--- src/rtl/txw_pkg.sv ---
package txw_pkg;
    // Control word bit positions; software decodes these, so they are fixed.
    localparam int OWN_BIT    = 31;
    localparam int LAST_BIT   = 29;
    localparam int EOR_BIT    = 21;
    // Descriptor geometry.
    localparam int WORD_W     = 32;
    localparam int DESC_BYTES = 32;
    localparam int SIZE2_LSB  = 16;

    typedef enum logic [3:0] {
        W_IDLE,
        W_FETCH_CTL,
        W_CAP_CTL,
        W_FETCH_SIZE,
        W_CAP_SIZE,
        W_FETCH_ADDR,
        W_CAP_ADDR,
        W_CHECK,
        W_STREAM,
        W_WBACK
    } walk_state_t;

    typedef enum logic [1:0] {
        S_IDLE,
        S_REQ,
        S_CAP,
        S_EMIT
    } strm_state_t;
endpackage

--- src/rtl/txw_desc_check.sv ---
// Descriptor size checker.
// Decides whether the fetched descriptor may be processed. It flags a
// malformed size pair and a frame that would grow past the frame limit.
// Assumes frame_bytes is always below MAX_FRAME.
module txw_desc_check #(
    parameter int LEN_W     = 12,
    parameter int MAX_BUF   = 2048,
    parameter int MAX_FRAME = 8192,
    parameter int FW        = 13
) (
    input  logic [LEN_W-1:0] len1,
    input  logic [LEN_W-1:0] len2,
    input  logic [FW-1:0]    frame_bytes,
    output logic             bad_size,
    output logic             frame_full
);
    localparam int SW = FW + 1;

    logic [SW-1:0] sum;

    // Size legality and frame-limit comparison.
    always_comb begin
        bad_size   = (len1 > LEN_W'(MAX_BUF)) || (len2 != '0);
        sum        = {1'b0, frame_bytes} + SW'(len1);
        frame_full = (sum >= SW'(MAX_FRAME));
    end
endmodule

--- src/rtl/txw_ring_ptr.sv ---
// Ring pointer holder.
// Keeps the ring base and the current descriptor pointer. A load sets both.
// A step either wraps to the base or moves on by one descriptor.
// Assumes load and step never coincide (the caller gates load on idle).
module txw_ring_ptr #(
    parameter int AW         = 32,
    parameter int DESC_BYTES = 32
) (
    input  logic          clk,
    input  logic          rst_n,
    input  logic          load,
    input  logic [AW-1:0] base_in,
    input  logic          step,
    input  logic          wrap,
    output logic [AW-1:0] cur_ptr
);
    logic [AW-1:0] base_q;

    // Base and current pointer registers.
    always_ff @(posedge clk) begin
        if (!rst_n) begin
            base_q  <= '0;
            cur_ptr <= '0;
        end else if (load) begin
            base_q  <= base_in;
            cur_ptr <= base_in;
        end else if (step) begin
            cur_ptr <= wrap ? base_q : cur_ptr + AW'(DESC_BYTES);
        end
    end
endmodule

--- src/rtl/txw_byte_streamer.sv ---
// Buffer-to-byte-stream engine.
// Reads a buffer word by word (one-cycle read latency) and emits its bytes in
// ascending address order over valid/ready. It handles any start alignment.
// Assumes start is only pulsed while idle.
module txw_byte_streamer
    import txw_pkg::*;
#(
    parameter int AW    = 32,
    parameter int LEN_W = 12
) (
    input  logic              clk,
    input  logic              rst_n,
    input  logic              start,
    input  logic [AW-1:0]     start_addr,
    input  logic [LEN_W-1:0]  start_len,
    input  logic              mark_last,
    output logic              done,
    output logic              mem_req,
    output logic [AW-1:0]     mem_addr,
    input  logic [WORD_W-1:0] mem_rdata,
    output logic              tx_valid,
    output logic [7:0]        tx_data,
    output logic              tx_last,
    input  logic              tx_ready
);
    strm_state_t       st_q;
    logic [AW-1:0]     addr_q;
    logic [LEN_W-1:0]  left_q;
    logic [WORD_W-1:0] word_q;
    logic              last_q;
    logic              final_byte;

    // Output decode from state and counters.
    always_comb begin
        final_byte = (left_q == LEN_W'(1));
        mem_req    = (st_q == S_REQ) && (left_q != '0);
        mem_addr   = {addr_q[AW-1:2], 2'b00};
        tx_valid   = (st_q == S_EMIT);
        tx_data    = word_q[{addr_q[1:0], 3'b000} +: 8];
        tx_last    = tx_valid && last_q && final_byte;
        done       = ((st_q == S_EMIT) && tx_ready && final_byte) ||
                     ((st_q == S_REQ) && (left_q == '0));
    end

    // Fetch/emit sequencing.
    always_ff @(posedge clk) begin
        if (!rst_n) begin
            st_q   <= S_IDLE;
            addr_q <= '0;
            left_q <= '0;
            word_q <= '0;
            last_q <= 1'b0;
        end else begin
            case (st_q)
                S_IDLE: begin
                    if (start) begin
                        addr_q <= start_addr;
                        left_q <= start_len;
                        last_q <= mark_last;
                        st_q   <= S_REQ;
                    end
                end
                S_REQ: begin
                    st_q <= (left_q == '0) ? S_IDLE : S_CAP;
                end
                S_CAP: begin
                    word_q <= mem_rdata;
                    st_q   <= S_EMIT;
                end
                S_EMIT: begin
                    if (tx_ready) begin
                        addr_q <= addr_q + AW'(1);
                        left_q <= left_q - LEN_W'(1);
                        if (final_byte) begin
                            st_q <= S_IDLE;
                        end else if (addr_q[1:0] == 2'b11) begin
                            st_q <= S_REQ;
                        end
                    end
                end
                default: st_q <= S_IDLE;
            endcase
        end
    end

    // a stalled byte is held unchanged.
    a_r6_hold_on_stall: assert property (@(posedge clk) disable iff (!rst_n)
        (tx_valid && !tx_ready) |=> (tx_valid && $stable(tx_data) && $stable(tx_last)));

    // tx_last only accompanies a valid byte.
    a_r7_last_with_valid: assert property (@(posedge clk) disable iff (!rst_n)
        tx_last |-> tx_valid);
endmodule

--- src/rtl/txring_walker.sv ---
// Transmit descriptor ring walker (top).
// On a poll it fetches descriptors at the current pointer and validates them.
// It streams the first buffer of each, releases the descriptor by clearing its
// ownership bit in memory, and advances or wraps the ring pointer.
// Assumes a memory that returns read data one cycle after the request.
module txring_walker
    import txw_pkg::*;
#(
    parameter int AW        = 32,
    parameter int LEN_W     = 12,
    parameter int MAX_BUF   = 2048,
    parameter int MAX_FRAME = 8192
) (
    input  logic              clk,
    input  logic              rst_n,
    input  logic              poll_start,
    input  logic              base_load,
    input  logic [AW-1:0]     tx_base,
    output logic              busy,
    output logic [AW-1:0]     cur_ptr,
    output logic              mem_req,
    output logic              mem_we,
    output logic [AW-1:0]     mem_addr,
    output logic [WORD_W-1:0] mem_wdata,
    input  logic [WORD_W-1:0] mem_rdata,
    output logic              tx_valid,
    output logic [7:0]        tx_data,
    output logic              tx_last,
    input  logic              tx_ready,
    output logic              irq_tx_done,
    output logic              irq_summary
);
    localparam int FW = $clog2(MAX_FRAME);
    localparam logic [WORD_W-1:0] OWN_MASK = WORD_W'(1) << OWN_BIT;

    walk_state_t       st_q;
    logic [WORD_W-1:0] ctl_q;
    logic [LEN_W-1:0]  len1_q;
    logic [LEN_W-1:0]  len2_q;
    logic [AW-1:0]     bufa_q;
    logic [FW-1:0]     frame_q;

    logic              bad_size;
    logic              frame_full;
    logic              reject;
    logic              s_start;
    logic              s_done;
    logic              s_req;
    logic [AW-1:0]     s_addr;
    logic              wb_cycle;

    txw_desc_check #(
        .LEN_W     (LEN_W),
        .MAX_BUF   (MAX_BUF),
        .MAX_FRAME (MAX_FRAME),
        .FW        (FW)
    ) u_check (
        .len1        (len1_q),
        .len2        (len2_q),
        .frame_bytes (frame_q),
        .bad_size    (bad_size),
        .frame_full  (frame_full)
    );

    txw_ring_ptr #(
        .AW         (AW),
        .DESC_BYTES (DESC_BYTES)
    ) u_ptr (
        .clk     (clk),
        .rst_n   (rst_n),
        .load    (base_load && (st_q == W_IDLE)),
        .base_in (tx_base),
        .step    (wb_cycle),
        .wrap    (ctl_q[EOR_BIT]),
        .cur_ptr (cur_ptr)
    );

    txw_byte_streamer #(
        .AW    (AW),
        .LEN_W (LEN_W)
    ) u_strm (
        .clk        (clk),
        .rst_n      (rst_n),
        .start      (s_start),
        .start_addr (bufa_q),
        .start_len  (len1_q),
        .mark_last  (ctl_q[LAST_BIT]),
        .done       (s_done),
        .mem_req    (s_req),
        .mem_addr   (s_addr),
        .mem_rdata  (mem_rdata),
        .tx_valid   (tx_valid),
        .tx_data    (tx_data),
        .tx_last    (tx_last),
        .tx_ready   (tx_ready)
    );

    // Walk-level control decode.
    always_comb begin
        busy        = (st_q != W_IDLE);
        reject      = bad_size || frame_full;
        s_start     = (st_q == W_CHECK) && !reject && (len1_q != '0);
        wb_cycle    = (st_q == W_WBACK);
        irq_tx_done = wb_cycle && ctl_q[LAST_BIT];
        irq_summary = wb_cycle && ctl_q[LAST_BIT];
    end

    // Memory port arbitration between descriptor access and the streamer.
    always_comb begin
        mem_req   = 1'b0;
        mem_we    = 1'b0;
        mem_addr  = cur_ptr;
        mem_wdata = ctl_q & ~OWN_MASK;
        case (st_q)
            W_FETCH_CTL:  mem_req = 1'b1;
            W_FETCH_SIZE: begin
                mem_req  = 1'b1;
                mem_addr = cur_ptr + AW'(4);
            end
            W_FETCH_ADDR: begin
                mem_req  = 1'b1;
                mem_addr = cur_ptr + AW'(8);
            end
            W_STREAM: begin
                mem_req  = s_req;
                mem_addr = s_addr;
            end
            W_WBACK: begin
                mem_req = 1'b1;
                mem_we  = 1'b1;
            end
            default: ;
        endcase
    end

    // Descriptor walk sequencing and frame byte accounting.
    always_ff @(posedge clk) begin
        if (!rst_n) begin
            st_q    <= W_IDLE;
            ctl_q   <= '0;
            len1_q  <= '0;
            len2_q  <= '0;
            bufa_q  <= '0;
            frame_q <= '0;
        end else begin
            case (st_q)
                W_IDLE: begin
                    if (poll_start) begin
                        frame_q <= '0;
                        st_q    <= W_FETCH_CTL;
                    end
                end
                W_FETCH_CTL: st_q <= W_CAP_CTL;
                W_CAP_CTL: begin
                    ctl_q <= mem_rdata;
                    st_q  <= mem_rdata[OWN_BIT] ? W_FETCH_SIZE : W_IDLE;
                end
                W_FETCH_SIZE: st_q <= W_CAP_SIZE;
                W_CAP_SIZE: begin
                    len1_q <= mem_rdata[LEN_W-1:0];
                    len2_q <= mem_rdata[SIZE2_LSB +: LEN_W];
                    st_q   <= W_FETCH_ADDR;
                end
                W_FETCH_ADDR: st_q <= W_CAP_ADDR;
                W_CAP_ADDR: begin
                    bufa_q <= mem_rdata[AW-1:0];
                    st_q   <= W_CHECK;
                end
                W_CHECK: begin
                    if (reject) begin
                        st_q <= W_IDLE;
                    end else if (len1_q == '0) begin
                        st_q <= W_WBACK;
                    end else begin
                        st_q <= W_STREAM;
                    end
                end
                W_STREAM: begin
                    if (s_done) begin
                        st_q <= W_WBACK;
                    end
                end
                W_WBACK: begin
                    frame_q <= ctl_q[LAST_BIT] ? '0 : frame_q + FW'(len1_q);
                    st_q    <= W_FETCH_CTL;
                end
                default: st_q <= W_IDLE;
            endcase
        end
    end

    // every write releases ownership.
    a_r8_wb_clears_own: assert property (@(posedge clk) disable iff (!rst_n)
        (mem_req && mem_we) |-> !mem_wdata[OWN_BIT]);

    // no memory or stream activity while idle.
    a_r3_idle_quiet: assert property (@(posedge clk) disable iff (!rst_n)
        !busy |-> (!mem_req && !tx_valid));

    // a walk only begins after a poll.
    a_r3_busy_from_poll: assert property (@(posedge clk) disable iff (!rst_n)
        $rose(busy) |-> $past(poll_start));

    // completion pulses only accompany a write-back.
    a_r7_irq_at_wb: assert property (@(posedge clk) disable iff (!rst_n)
        irq_tx_done |-> (mem_we && irq_summary));

    // pointer is left alone while a load arrives during a walk without a step.
    a_r2_load_ignored_busy: assert property (@(posedge clk) disable iff (!rst_n)
        (busy && base_load && !mem_we) |=> $stable(cur_ptr));
endmodule

--- config.mk ---
export PLATFORM = sky130hd
export DESIGN_NAME = txring_walker
export DESIGN_NICKNAME = d
export VERILOG_FILES = /design/src/rtl/txw_pkg.sv /design/src/rtl/txw_desc_check.sv /design/src/rtl/txw_ring_ptr.sv /design/src/rtl/txw_byte_streamer.sv /design/src/rtl/txring_walker.sv
export SDC_FILE = /design/constraint.sdc
export NUM_CORES = 1
export LEC_CHECK = 0
export ABC_AREA = 1
export BUFFER_PORTS_ARGS = -buffer_cell sky130_fd_sc_hd__clkbuf_2
export CAP_MARGIN = 20
export CORE_ASPECT_RATIO = 1.1
export CORE_MARGIN = 5
export CORE_UTILIZATION = 35
export DETAILED_ROUTE_END_ITERATION = 6
export PLACE_DENSITY = 0.58
export SLEW_MARGIN = 20
export SYNTH_ARGS = -nofsm -noshare
export SYNTH_HDL_FRONTEND = slang
export SYNTH_HIERARCHICAL = 1
export SYNTH_SLANG_ARGS = --single-unit
--- constraint.sdc ---
create_clock -name clk -period 2.4 [get_ports clk]
set_input_delay 0.24 -clock clk [delete_from_list [all_inputs] [get_ports clk]]
set_output_delay 0.24 -clock clk [all_outputs]
set_load 0.05 [all_outputs]
* Word-level counts from Yosys, hierarchy flattened
Cells that the tools add are included.
Storage, ports and cells: register bits after elaboration 247, latch bits 0, RAM bits 0, memory bits (read-only) 0, output and inout bits 111, logic and storage cells 100, memories 0
Operators by class: add/subtract/negate cells 7, multiply operators 0, divide/modulo/power cells 0, order comparisons 2, eq/ne operators 19, shift operators 1, mux-type cells 27, bitwise logic cells 0, reduce and logical (&&, ||, !) cells 31
Operators with widths (number):
- 32-bit 2-to-1 mux | 5
- 32-bit case mux with 3 select lines | 1
- 32-bit case mux with 2 select lines | 1
- 4-bit case mux with 10 select lines | 1
- 12-bit nonzero test | 3
- 32-bit by 1-bit adder with 32-bit output, second input constant | 1
- 32-bit by 3-bit adder with 32-bit output, second input constant | 1
- 32-bit by 4-bit adder with 32-bit output, second input constant | 1
- 32-bit by 6-bit adder with 32-bit output, second input constant | 1
- 32-bit by 6-bit indexed part select with 8-bit output | 1
- 13-bit 2-to-1 mux | 2
- 13-bit case mux with 2 select lines | 1
- 12-bit logical NOT | 2
- 12-bit 2-to-1 mux | 2
- 12-bit case mux with 2 select lines | 1
- 4-bit by 3-bit equality test with 1-bit output, second input constant | 4
- 13-bit by 12-bit adder with 14-bit output | 1
- 14-bit >= comparator, second input constant | 1
- 13-bit by 12-bit adder with 13-bit output | 1
- 12-bit by 1-bit equality test with 1-bit output, second input constant | 1
- 12-bit > comparator, second input constant | 1
- 2-bit 2-to-1 mux | 6
- 4-bit 2-to-1 mux | 3
- 12-bit by 1-bit subtractor with 12-bit output, second input constant | 1
- 21 further kinds | 44

* Longest topological paths before layout
word-level depth 8, depth in mapped cells 18, depth with buffers taken out 17

* Modules after synthesis
The synthesis kept the hierarchy.
Modules (own cells, without submodules):
- txring_walker | times used 1, cells each 1059, area an instance 6467.5 um^2, seq. area each 2082.0 um^2
- txw_byte_streamer | times used 1, cells each 760, area an instance 4850.9 um^2, seq. area each 1581.5 um^2
- txw_ring_ptr | times used 1, cells each 518, area an instance 3440.8 um^2, seq. area each 1281.2 um^2
- txw_desc_check | times used 1, cells each 70, area an instance 389.1 um^2, seq. area each 0.0 um^2

* Worst setup path after synthesis
Ideal clock, no wire load.
path type register to output, from register u_ptr.cur_ptr[4], to output mem_addr[7], data arrival time 2.364 ns, data required time 2.160 ns, slack -0.204 ns, cell stages (with the launch flop) 7, path through dfxtp_1 > ha_1 > inv_1 > nor2_2 > nand2_1 > xor2_1 > o2111ai_1
On the way: longest elaborated chain between the ends 2
Ends and longest elaborated chain:
- start: declaration | line txw_ring_ptr.sv:15 | output logic [AW-1:0] cur_ptr
- start signal: assignment | line txw_ring_ptr.sv:26 | cur_ptr <= base_in;
- start signal: assignment | line txw_ring_ptr.sv:28 | cur_ptr <= wrap ? base_q : cur_ptr + AW'(DESC_BYTES);
- 32-bit by 4-bit adder with 32-bit output or 32-bit by 3-bit adder with 32-bit output (tied branches) | line txring_walker.sv:122, txring_walker.sv:118
- 32-bit case mux with 3 select lines * | line txring_walker.sv:114 | case (st_q)
- end: declaration | line txring_walker.sv:23 | output logic [AW-1:0] mem_addr,
Mark *: on every way between the ends. The rest lies on a longest branch, timed or not.

* Final worst setup path
from register u_ptr.cur_ptr[8], to output mem_addr[23]
Same word-level chain as after synthesis.

==> flow_summary.ini <==
[global_routing]
grtUsageTotal = 0.2226
gr-total-overflow = 0
grt_pass1_wl_um = 87750
antenna_found_initial = 0
first_global_vias = 16070
grt_start_max_net_pins = 103

[hold_path]
min_path_type = in -> reg

[critical_path]
path_class = reg -> out
r2r_start = frame_q[4]
rrSetupSlack_ps = 20
cp_data_required_time_ps = 2160
end_kind = primary output
critPathMaxFanout = 6
cp-startpoint = u_ptr/cur_ptr[8]
cp_data_arrival_time_ps = 2190
r2r_end = u_strm/addr_q[17]
critPathCapture = mem_addr[23]
start_kind = flop
worstRegToRegCells = 18

[power_and_ir_drop]
seqPwrFrac = 0.378
pwr-share-comb = 0.250
power_uw = 12160
ir_drop_v = 0.0005629
power.switching_uw = 4074
pwr_density_cell_mw_per_mm2 = 607.9
p_int_uw = 8087
p_leak_uw = 0.008556
switching_share = 0.3350
power_frac_clock = 0.372

[detailed_routing]
drt-vias-per-instance = 5.239
ant_nets = 0
vias = 17070
first_iter_violations = 1421
drc_errors = 0
finalWirelength_um = 56310
wl_per_cell_um = 17.28
drtPass1Iterations = 6

[floorplanning]
core_area_mm2 = 0.04314
dieArea_mm2 = 0.04755
start_util = 0.3511
fp.dieH_um = 228.2
row_count = 80
io_pins = 180
die_w_um = 208.4

[sta]
skew_ps = 24.35
fin_crit_sh = 1.011
max_freq_mhz = 412.3
rsz0062_at_grt = true
fin_crit_ps = 2425
setup_viol = 3
finalHoldViolCount = 0
slew_headroom = 0.6396
slew_violations = 0
worst_pin_slew_ps = 540.1
worst_slack_ps = -25.32

[layout]
final_cells = 3258
nets = 2765
finish.utilization = 0.4637
drive_above_1_share = 0.2481
antennaDiodeCount = 0
synthToLayoutAreaGrowth_pct = 32.06

[yosys]
syn_avg_cell_area_um2 = 6.293
synth_seq_cells = 247
ys_seq_area_frac = 0.3264
synth-main-ff-cell = dfxtp_1
syn_inst = 2407
synthesis.area_mm2 = 0.01515
synthArstFlopShare = 0
synth_enable_flop_cells = 0
ys_warn_count = 6
ys_types = 53

[place]
portBuffers = 178
place_inst = 3121
post-dp-hpwl_um = 41210
gp_congestion = 0.9414
dpl_worst_slack_ps = -166.4

[clocking]
tritoncts = done
cts.sinks = 247
cts-root-buf = clkbuf_16
htreeDepth = 1
clk_pin_slew_ps = 60
insertion_delay_ps = 560
cts_buffers = 29
cts.path.max_buffers = 3

[outcome]
status = finished with violations
failed_checks = setup timing

[flow_run]
cap_viol_max_count = 0
-- stage by stage --
step	hold WS (ps)	TNS [ps]	instance area, um^2
finish	18.46	-29.70	20000
global route	17.10	-4098	20000
CTS	0.3287	-504.3	19220
detailed placement	452.7	-3321	17310
global placement	448.5	-858.5	17310
floorplan	374.9	0	15170
-- power groups by stage --
stage               Clock (uW)  Combinational (uW)  Sequential, uW
finish                    4520                3040            4600
global placement             0                2820            4670
global route              4790                3240            4620
detailed placement           0                2850            4670
floorplan                    0                1250            5110
CTS                       4620                2990            4590
-- area by class of cell --
cell class | count | area, um^2
fillers | 4411 | 23140
flip-flops and latches | 247 | 5061
clock buffers | 42 | 844.6
inverters | 184 | 726.9
repair buffers | 358 | 2957
clock inverters | 9 | 130.1
multi-input cells | 1844 | 9567
well taps | 574 | 718.2
-- metal layers --
metal	vias to the layer above	GRT usage	routed length [um]
met1	8007	0.2978	24330
met4	0	0.06056	1636
met5	-	0	0
met3	108	0.02913	3980
met2	642	0.3783	26370
li1	8311	-	-
-- cell usage after synthesis (all sizes together) (4+ instances only) --
| cell type | n | share of area |
|---|---|---|
| clkbuf | 43 | 0.011 |
| dfxtp | 247 | 0.33 |
| xnor2 | 13 | 0.0075 |
| and2 | 4 | 0.0017 |
| nand2 | 584 | 0.15 |
| nor2 | 512 | 0.14 |
| or2 | 10 | 0.0041 |
| o22ai | 13 | 0.0054 |
| a21boi | 17 | 0.0084 |
| a31oi | 15 | 0.0062 |
| a21oi | 159 | 0.053 |
| ha | 31 | 0.026 |
| xor2 | 9 | 0.0052 |
| o21ai | 224 | 0.074 |
| o21bai | 5 | 0.0025 |
| nand3 | 160 | 0.054 |
| nand4 | 41 | 0.017 |
| buf | 90 | 0.038 |
| nor3 | 11 | 0.0047 |
| o211ai | 9 | 0.0045 |
| inv | 183 | 0.046 |
-- flip-flops by register name (all words and copies together) (netlist names), named ones only --
register / count
u_ptr/base_q: 32
frame_q: 13
len2_q: 12
ctl_q: 31
u_strm/last_q: 1
u_strm/word_q: 32
u_strm/left_q: 12
u_strm/st_q: 1
st_q: 4
len1_q: 12
u_ptr/cur_ptr: 32
u_strm/addr_q: 32
bufa_q: 32
-- worst min path at each step --
stage	from	end	slack [ps]	cells past startpoint
6_report	tx_base[2]	u_ptr/base_q[2]	20	3
3_5_place_dp	u_ptr/base_q[10]	u_ptr/base_q[10]	450	2
2_1_floorplan	mem_rdata[10]	bufa_q[10]	370	2
3_3_place_gp	u_ptr/base_q[23]	u_ptr/base_q[23]	450	2
5_1_grt	tx_base[2]	u_ptr/base_q[2]	20	3
4_1_cts	mem_rdata[16]	u_strm/word_q[16]	0.3	3
-- placed cells by master, fill, tap and decap left out, types with 10 or more instances in the layout --
| cell | Yosys | final |
|---|---|---|
| dfxtp_1 | 247 | 202 |
| o22ai_1 | 13 | 13 |
| a21boi_0 | 15 | 15 |
| a21oi_2 | 3 | 12 |
| o21ai_1 | 8 | 15 |
| nand2_1 | 563 | 522 |
| inv_2 | 18 | 30 |
| nand2_2 | 17 | 52 |
| buf_4 | 38 | 127 |
| clkbuf_16 | 0 | 32 |
| a31oi_1 | 15 | 15 |
| ha_1 | 31 | 22 |
| a21oi_1 | 156 | 145 |
| nand3_2 | 3 | 18 |
| buf_12 | 0 | 36 |
| inv_1 | 162 | 144 |
| xnor2_1 | 13 | 13 |
| nand4_1 | 41 | 41 |
| nand3_1 | 157 | 138 |
| o21ai_0 | 216 | 207 |
| dfxtp_2 | 0 | 21 |
| dlygate4sd3_1 | 0 | 39 |
| dfxtp_4 | 0 | 24 |
| nand2_4 | 4 | 10 |
| nor2_2 | 23 | 35 |
| nor2_1 | 469 | 426 |
| nor2_4 | 18 | 49 |
| clkbuf_2 | 0 | 146 |
-- what timing repair did --
action / 4_1_cts / 5_1_grt
setup buffers: 26 / 20
gates resized for setup: 122 / 173
endpoints found under the hold margin: 60 / 0
endpoints found under the setup margin: 76 / 75
gates cloned: 0 / 2
pin swaps: 25 / 75
hold buffers: 39 / 0
-- cell families (layout without fill, tap and decap cells) --
group / count (synthesis) / count (layout) / share of synthesized area
XOR/XNOR: 22 / 22 / 0.01272
adder cells (fa/ha/maj): 32 / 32 / 0.02693
buffers and inverters: 317 / 593 / 0.09432
AO/OA/AOI/OAI: 457 / 457 / 0.1622
other: 2 / 3 / 0.0004958
flip-flops: 247 / 247 / 0.3264
AND/OR/NAND/NOR: 1330 / 1330 / 0.3769
-- worst max-delay path, cell delays in order (launching register included) --
cell,delay (ps)
dfxtp_4,390
nand2_2,120
inv_2,140
nand2_1,110
nor3_4,320
nand3_1,130
nand3_1,90
nand4_1,140
buf_12,190
(Power assumes the default switching activity.)
